--- src/rtl/cap_epoch_barrier.sv ---
module cap_epoch_barrier #(
  parameter int CAP_W   = 128,
  parameter int EPOCH_W = 8,
  parameter logic [CAP_W-1:0] REVOKED_VALUE = {{(CAP_W/2){1'b0}}, {(CAP_W/2){1'b1}}}
) (
  input  logic               clk,
  input  logic               rst_n,
  input  logic               in_valid,
  output logic               in_ready,
  input  logic [CAP_W-1:0]   in_cap,
  input  logic [EPOCH_W-1:0] in_epoch,
  input  logic               in_barrier,
  output logic               out_valid,
  input  logic               out_ready,
  output logic [CAP_W-1:0]   out_cap,
  input  logic               cfg_sentinel,
  input  logic               ep_wr_en,
  input  logic [EPOCH_W-1:0] ep_wr_data,
  output logic [EPOCH_W-1:0] cur_epoch
);

  logic [EPOCH_W-1:0] epoch_q;
  logic [EPOCH_W-1:0] age;
  logic               stale;
  logic               take;
  logic [CAP_W-1:0]   filtered;

  assign age      = epoch_q - in_epoch;
  assign stale    = in_barrier && (age != '0) && !age[EPOCH_W-1];
  assign in_ready = !out_valid || out_ready;
  assign take     = in_valid && in_ready;
  assign filtered = stale ? (cfg_sentinel ? REVOKED_VALUE : '0) : in_cap;
  assign cur_epoch = epoch_q;

  always_ff @(posedge clk) begin
    if (!rst_n)        epoch_q <= '0;
    else if (ep_wr_en) epoch_q <= ep_wr_data;
  end

  always_ff @(posedge clk) begin
    if (!rst_n) begin
      out_valid <= 1'b0;
      out_cap   <= '0;
    end else if (take) begin
      out_valid <= 1'b1;
      out_cap   <= filtered;
    end else if (out_ready) begin
      out_valid <= 1'b0;
    end
  end

  AST_RESET_IDLE: assert property (@(posedge clk) !rst_n |=> !out_valid && cur_epoch == '0);
  AST_EPOCH_LOAD: assert property (@(posedge clk) disable iff (!rst_n)
    ep_wr_en |=> cur_epoch == $past(ep_wr_data));
  AST_EPOCH_HOLD: assert property (@(posedge clk) disable iff (!rst_n)
    !ep_wr_en |=> $stable(cur_epoch));
  AST_PLAIN_PASS: assert property (@(posedge clk) disable iff (!rst_n)
    in_valid && in_ready && !in_barrier |=> out_cap == $past(in_cap));
  AST_SAME_EPOCH: assert property (@(posedge clk) disable iff (!rst_n)
    in_valid && in_ready && in_barrier && in_epoch == cur_epoch |=> out_cap == $past(in_cap));
  AST_FILL: assert property (@(posedge clk) disable iff (!rst_n)
    in_valid && in_ready |=> out_valid);
  AST_STALL_HOLD: assert property (@(posedge clk) disable iff (!rst_n)
    out_valid && !out_ready |=> out_valid && $stable(out_cap));

endmodule

--- config.mk ---
export PLATFORM = sky130hd
export DESIGN_NAME = cap_epoch_barrier
export DESIGN_NICKNAME = d
export VERILOG_FILES = /design/src/rtl/cap_epoch_barrier.sv
export SDC_FILE = /design/constraint.sdc
export NUM_CORES = 1
export LEC_CHECK = 0
export ABC_AREA = 1
export CORE_MARGIN = 5
export CORE_UTILIZATION = 32
export CTS_CLUSTER_DIAMETER = 100
export CTS_CLUSTER_SIZE = 40
export DETAILED_ROUTE_END_ITERATION = 16
export GPL_TIMING_DRIVEN = 0
export PLACE_DENSITY = 0.73
export SLEW_MARGIN = 30
export SYNTH_ARGS = -nofsm -noshare
export SYNTH_HDL_FRONTEND = slang
export SYNTH_SLANG_ARGS = --single-unit
export TNS_END_PERCENT = 1
--- constraint.sdc ---
create_clock -name clk -period 3.5 [get_ports clk]
set_input_delay 0.525 -clock clk [delete_from_list [all_inputs] [get_ports clk]]
set_output_delay 0.525 -clock clk [all_outputs]
set_load 0.01 [all_outputs]
== Word level (Yosys, flattened, before mapping) ==
Index checks and enable logic that the tools add are counted.

* Register bits: 137
* Bits in latches: 0
* Memory bits (writable): 0
* Bits in read-only memories: 0
* Input port bits: 151
* Output and inout bits: 138
* Logic and storage cells: 16
* Memories kept: 0

* Add/sub/neg operators: 1
* $mul: 0
* Div/mod/pow operators: 0
* Order comparisons: 0
* Eq/ne operators: 0
* Shifts and indexed selects: 0
* Multiplexer cells: 4
* Bitwise gates (word level): 0
* Reductions and logical operators: 8

{| class="wikitable"
|+ Operators by type and width
! operator !! number
|-
| $mux 128 || 1
|-
| $mux 64 || 1
|-
| $reduce_bool 8->1 || 1
|-
| $sub 8x8->8 || 1
|-
| $logic_and 1x1->1 || 3
|-
| $logic_not 1->1 || 2
|-
| $mux 1 || 2
|-
| $reduce_bool 2->1 || 1
|-
| $logic_or 1x1->1 || 1
|}

== Logic depth before layout (Yosys ltp) ==
* Depth in word-level cells: 5
* Mapped depth: 16
* Gate-level depth less buffers: 15

== Least setup slack after synthesis ==
Ideal clock, no wire load.

* Path kind: input-to-reg
* Start: input in_epoch[0]
* End: register out_cap[10]
* Setup time: 0.117 ns
* Data arrival time: 2.164 ns
* Data required time: 3.383 ns
* Setup slack: 1.219 ns
* Stages: 15
* Buffers on the path: 1
* Cells stage by stage: ha_1 -> fa_1 -> inv_1 -> nand2_1 -> nand2_1 -> nand3b_1 -> nand2_1 -> nand2_1 -> nand2_1 -> nand3_1 -> nand3_1 -> nand2_2 -> buf_4 -> nor2_1 -> nor2_1

* Cells in the longest elaborated chain, start to end: 5
* Elaborated cells between the ends (all ways): 6
* Those cells by class: add/sub (1); mux (1); reduce/logical (4)

{| class="wikitable"
|+ Ends and longest elaborated chain
! item !! line !! source
|-
| start, declared || 11 || <nowiki>input logic [EPOCH_W-1:0] in_epoch,</nowiki>
|-
| $sub 8x8->8 (*) || 28 || <nowiki>assign age = epoch_q - in_epoch;</nowiki>
|-
| $reduce_bool 8->1 || 29 || <nowiki>assign stale = in_barrier && (age != '0) && !age[EPOCH_W-1];</nowiki>
|-
| $logic_and 1x1->1 || 29 ||
|-
| $logic_and 1x1->1 (*) || 29 ||
|-
| $mux 128 (*) || 32 || <nowiki>assign filtered = stale ? (cfg_sentinel ? REVOKED_VALUE : '0) : in_cap;</nowiki>
|-
| end signal, assigned || 46 || <nowiki>out_cap <= filtered;</nowiki>
|-
| end, declared || 15 || <nowiki>output logic [CAP_W-1:0] out_cap,</nowiki>
|}

Every way passes the cells marked *; elsewhere a longest branch is shown, timed or not.
A chain may end at the register's enable or synchronous reset.

== Worst setup path after layout ==
* Start: input in_epoch[0]
* End: register out_cap[7]

The elaborated chain is that of the path after synthesis.

==> impl_results.md <==
* CTS tree: done
* VDD IR max at 0.000310 V
* Worst Path Required at 3810 ps
* Fill cells at 1741
* RePlAce Congestion at 0.864
* DRC at 0
* # setup viols final at 0
* Max clock buf depth at 2
* Sequential area share after synthesis at 46.3%
* Clk pwr share at 39.2%
* Startpoint types: input pin
* Post-Syn Nets at 984
* PortBufs at 287
* Internal Dissipation at 3.22 mW
* Mean post-synth cell area at 7.17 µm²
* Worst Hold Endpoint: out_cap[98]
* Critical Path Most Common Cell: nand2_1
* GR Overflow Total at 0
* Slowest cell on crit path: fa_1
* Worst R2R Setup Slack at 990 ps
* Worst hold path type: flip-flop to flip-flop
* Worst r2r dst: out_cap[7]
* Final core utilization at 53.4%
* Die Footprint at 21300 µm²
* Slowest stage delay, CP at 420 ps
* Worst R2R Path Depth at 16
* Synthesis-to-finish area growth at 63.2%
* Hold Buf Count CTS at 0
* H-tree depth at 4
* Placed wire-length estimate at 15800 µm
* Netlist cell types at 21
* Clock Root Buffer: clkbuf_16
* Nets at 1290
* Final hold violations at 0
* Clk_skew at 8.32 ps
* Gate Count Post-Synth at 825
* Core Region at 18100 µm²
* Die width at 146 µm
* Drt initial violations at 385
* RSZ-0062 raised after global routing: no
* Sw Pwr at 1.29 mW
* Vias in the first global route at 6064
* Pleak at 4.01 nW
* Die Y at 146 µm
* Min cycle time layout at 2660 ps
* Gates resized, CTS repair at 0
* Initial core utilization at 32.7%
* Tot GR Track Use at 19.2%
* DRT Pass-1 Iters at 5
* Worst Path Class, Setup: input pin to flip-flop
* # Post-CTS Setup Buffers at 0
* #FFs+latches synth at 137
* Critical path, cell by cell: clkdlybuf4s50_1 -> ha_1 -> fa_1 -> inv_1 -> nand2_1 -> nand2_1 -> nand3b_1 -> nand2_1 -> nand2_1 -> nand2_1 -> nand3_1 -> nand3_1 -> nand2_2 -> buf_4 -> nor2_1 -> nor2_1
* Worst reg2reg startpoint: cur_epoch[0]
* Layout cells sized above 1 at 5.42%
* Io pins at 289
* Arrival time at the worst endpoint at 2960 ps
* Maxcap violations at 0
* PwrDens at 467 nW/µm²
* Cts bufs inserted at 17
* Clock latency on the worst-skew pair at 420 ps
* Crit path buffers/inverters at 3
* CP max FO at 10
* TNS Setup at 0 ps
* Drt wl/cell at 15.4 µm
* Final WL at 21200 µm
* Via count at 6358
* Worst Tran Pin Value at 730 ps
* Placed cells at 1341
* Rows at 49
* Clock sink count at 137
* Switching share of power at 28.6%
* Antenna-violating nets left at 0
* Period utilization at 75.9%
* Yosys warns at 0
* Fmax at 0.377 GHz
* Max Slew Vio Count at 0
* Comb power frac at 22.1%
* Hold Path Stages at 2
* Antenna violations before repair at 0
* First-pass GRT wire length at 33100 µm
* Mapped Area at 5920 µm²
* Crit. End Element: flip-flop
* Outcome: complete, no violations
* Worst Hold Launch: out_cap[98]
* Ant diodes at 0
* Largest net degree at the start of global routing at 17
* CP top delay family: simple AND/OR/NAND/NOR gates
* Non-Filler Instances at 1373
* Drt via density at 4.63
* Reg power frac at 38.6%
* Rel. slew slack at 51.3%
* Reg clk slew, reported paths at 60 ps
## final cells by class
type / count / area, µm² / area share, %
multi-input combinational: 535 / 2450 / 25.4
buffer: 62 / 379 / 3.93
clock buffer: 18 / 439 / 4.55
sequential: 137 / 2740 / 28.4
tap: 229 / 287 / 2.97
clock inverter: 14 / 140 / 1.45
timing repair buffer: 287 / 2870 / 29.7
inverter: 91 / 342 / 3.54
## power by group through the flow
stage | clock [mW] | sequential (mW) | combinational (mW)
after floorplan | 0 | 1.83 | 0.407
after global placement | 0 | 1.77 | 0.995
after detailed placement | 0 | 1.78 | 1.00
after CTS | 1.81 | 1.74 | 1.01
after global routing | 1.88 | 1.76 | 1.09
final | 1.77 | 1.74 | 0.998
## worst max-delay path by stage
stage	startpoint	end	slack, ps	depth (start not counted)
floorplan	in_epoch[0]	out_cap[10]	1220	15
global placement	in_epoch[0]	out_cap[7]	400	16
detailed placement	in_epoch[0]	out_cap[7]	410	16
CTS	in_epoch[0]	out_cap[7]	820	16
global route	in_epoch[0]	out_cap[7]	590	16
finish	in_epoch[0]	out_cap[7]	840	16
## routing by layer
layer  vias to the layer above  track usage [%]  part of all wire [%]
li1                       3261                -                     -
met1                      2847             23.2                    43
met2                       231             32.2                    47
met3                        19             7.29                   8.6
met4                         0             4.94                   1.5
met5                         -                0                     0
## worst reg2reg max path, delay by kind of cell (launching register included)
kind          cells  cell delay, ps
fa+ha+maj         2             630
buf+inv           3             380
flops             1             330
simple gates     11            1080
## cell families (layout without fill, tap and decap cells)
family          count (synthesis)  after routing  synth area share (%)
simple gates                  321            321                  22.2
compound gates                205            205                  17.3
buf+inv                       153            472                  12.2
flops                         137            137                  46.3
fa+ha+maj                       8              8                  1.82
xor+xnor                        1              1                 0.148
## metrics by stage
stage	setup WS, ps	instance area (µm²)	power (mW)	hold slack (ps)
after CTS	823	9660	4.56	465
after floorplan	1220	5920	2.23	490
final	844	9660	4.51	463
after detailed placement	407	9080	2.78	455
after global routing	589	9660	4.73	476
after global placement	404	9080	2.77	451
## registers in the layout (all words and copies together) (netlist names)
signal	cells
cur_epoch	8
out_valid	1
out_cap	128
## Yosys cell counts
library cell,number,area (µm²)
inv_1,89,334
ha_1,7,87.6
nand2_2,2,12.5
clkinv_1,1,3.75
nand4_1,1,6.26
o21ai_0,72,360
dfxtp_1,137,2740
or2_1,1,6.26
fa_1,1,20.0
nand3b_1,1,7.51
xnor2_1,1,8.76
inv_2,1,3.75
buf_6,13,146
nand2_1,95,357
buf_1,5,18.8
nand3_1,73,365
a21oi_1,133,666
clkbuf_1,31,116
nor2_2,1,6.26
nor2_1,147,552
buf_4,13,97.6
## layout by cell type (no fill, tap or decap), types with 2 or more instances in the layout
cell	n
a21oi_1	133
buf_1	5
buf_4	13
buf_6	13
clkbuf_1	31
clkbuf_16	17
clkdlybuf4s50_1	287
clkinv_4	3
clkinvlp_4	5
dfxtp_1	137
ha_1	7
inv_1	89
inv_6	4
nand2_1	95
nand2_2	2
nand3_1	73
nor2_1	147
o21ai_0	72
Power figures use the tool's default switching activity.
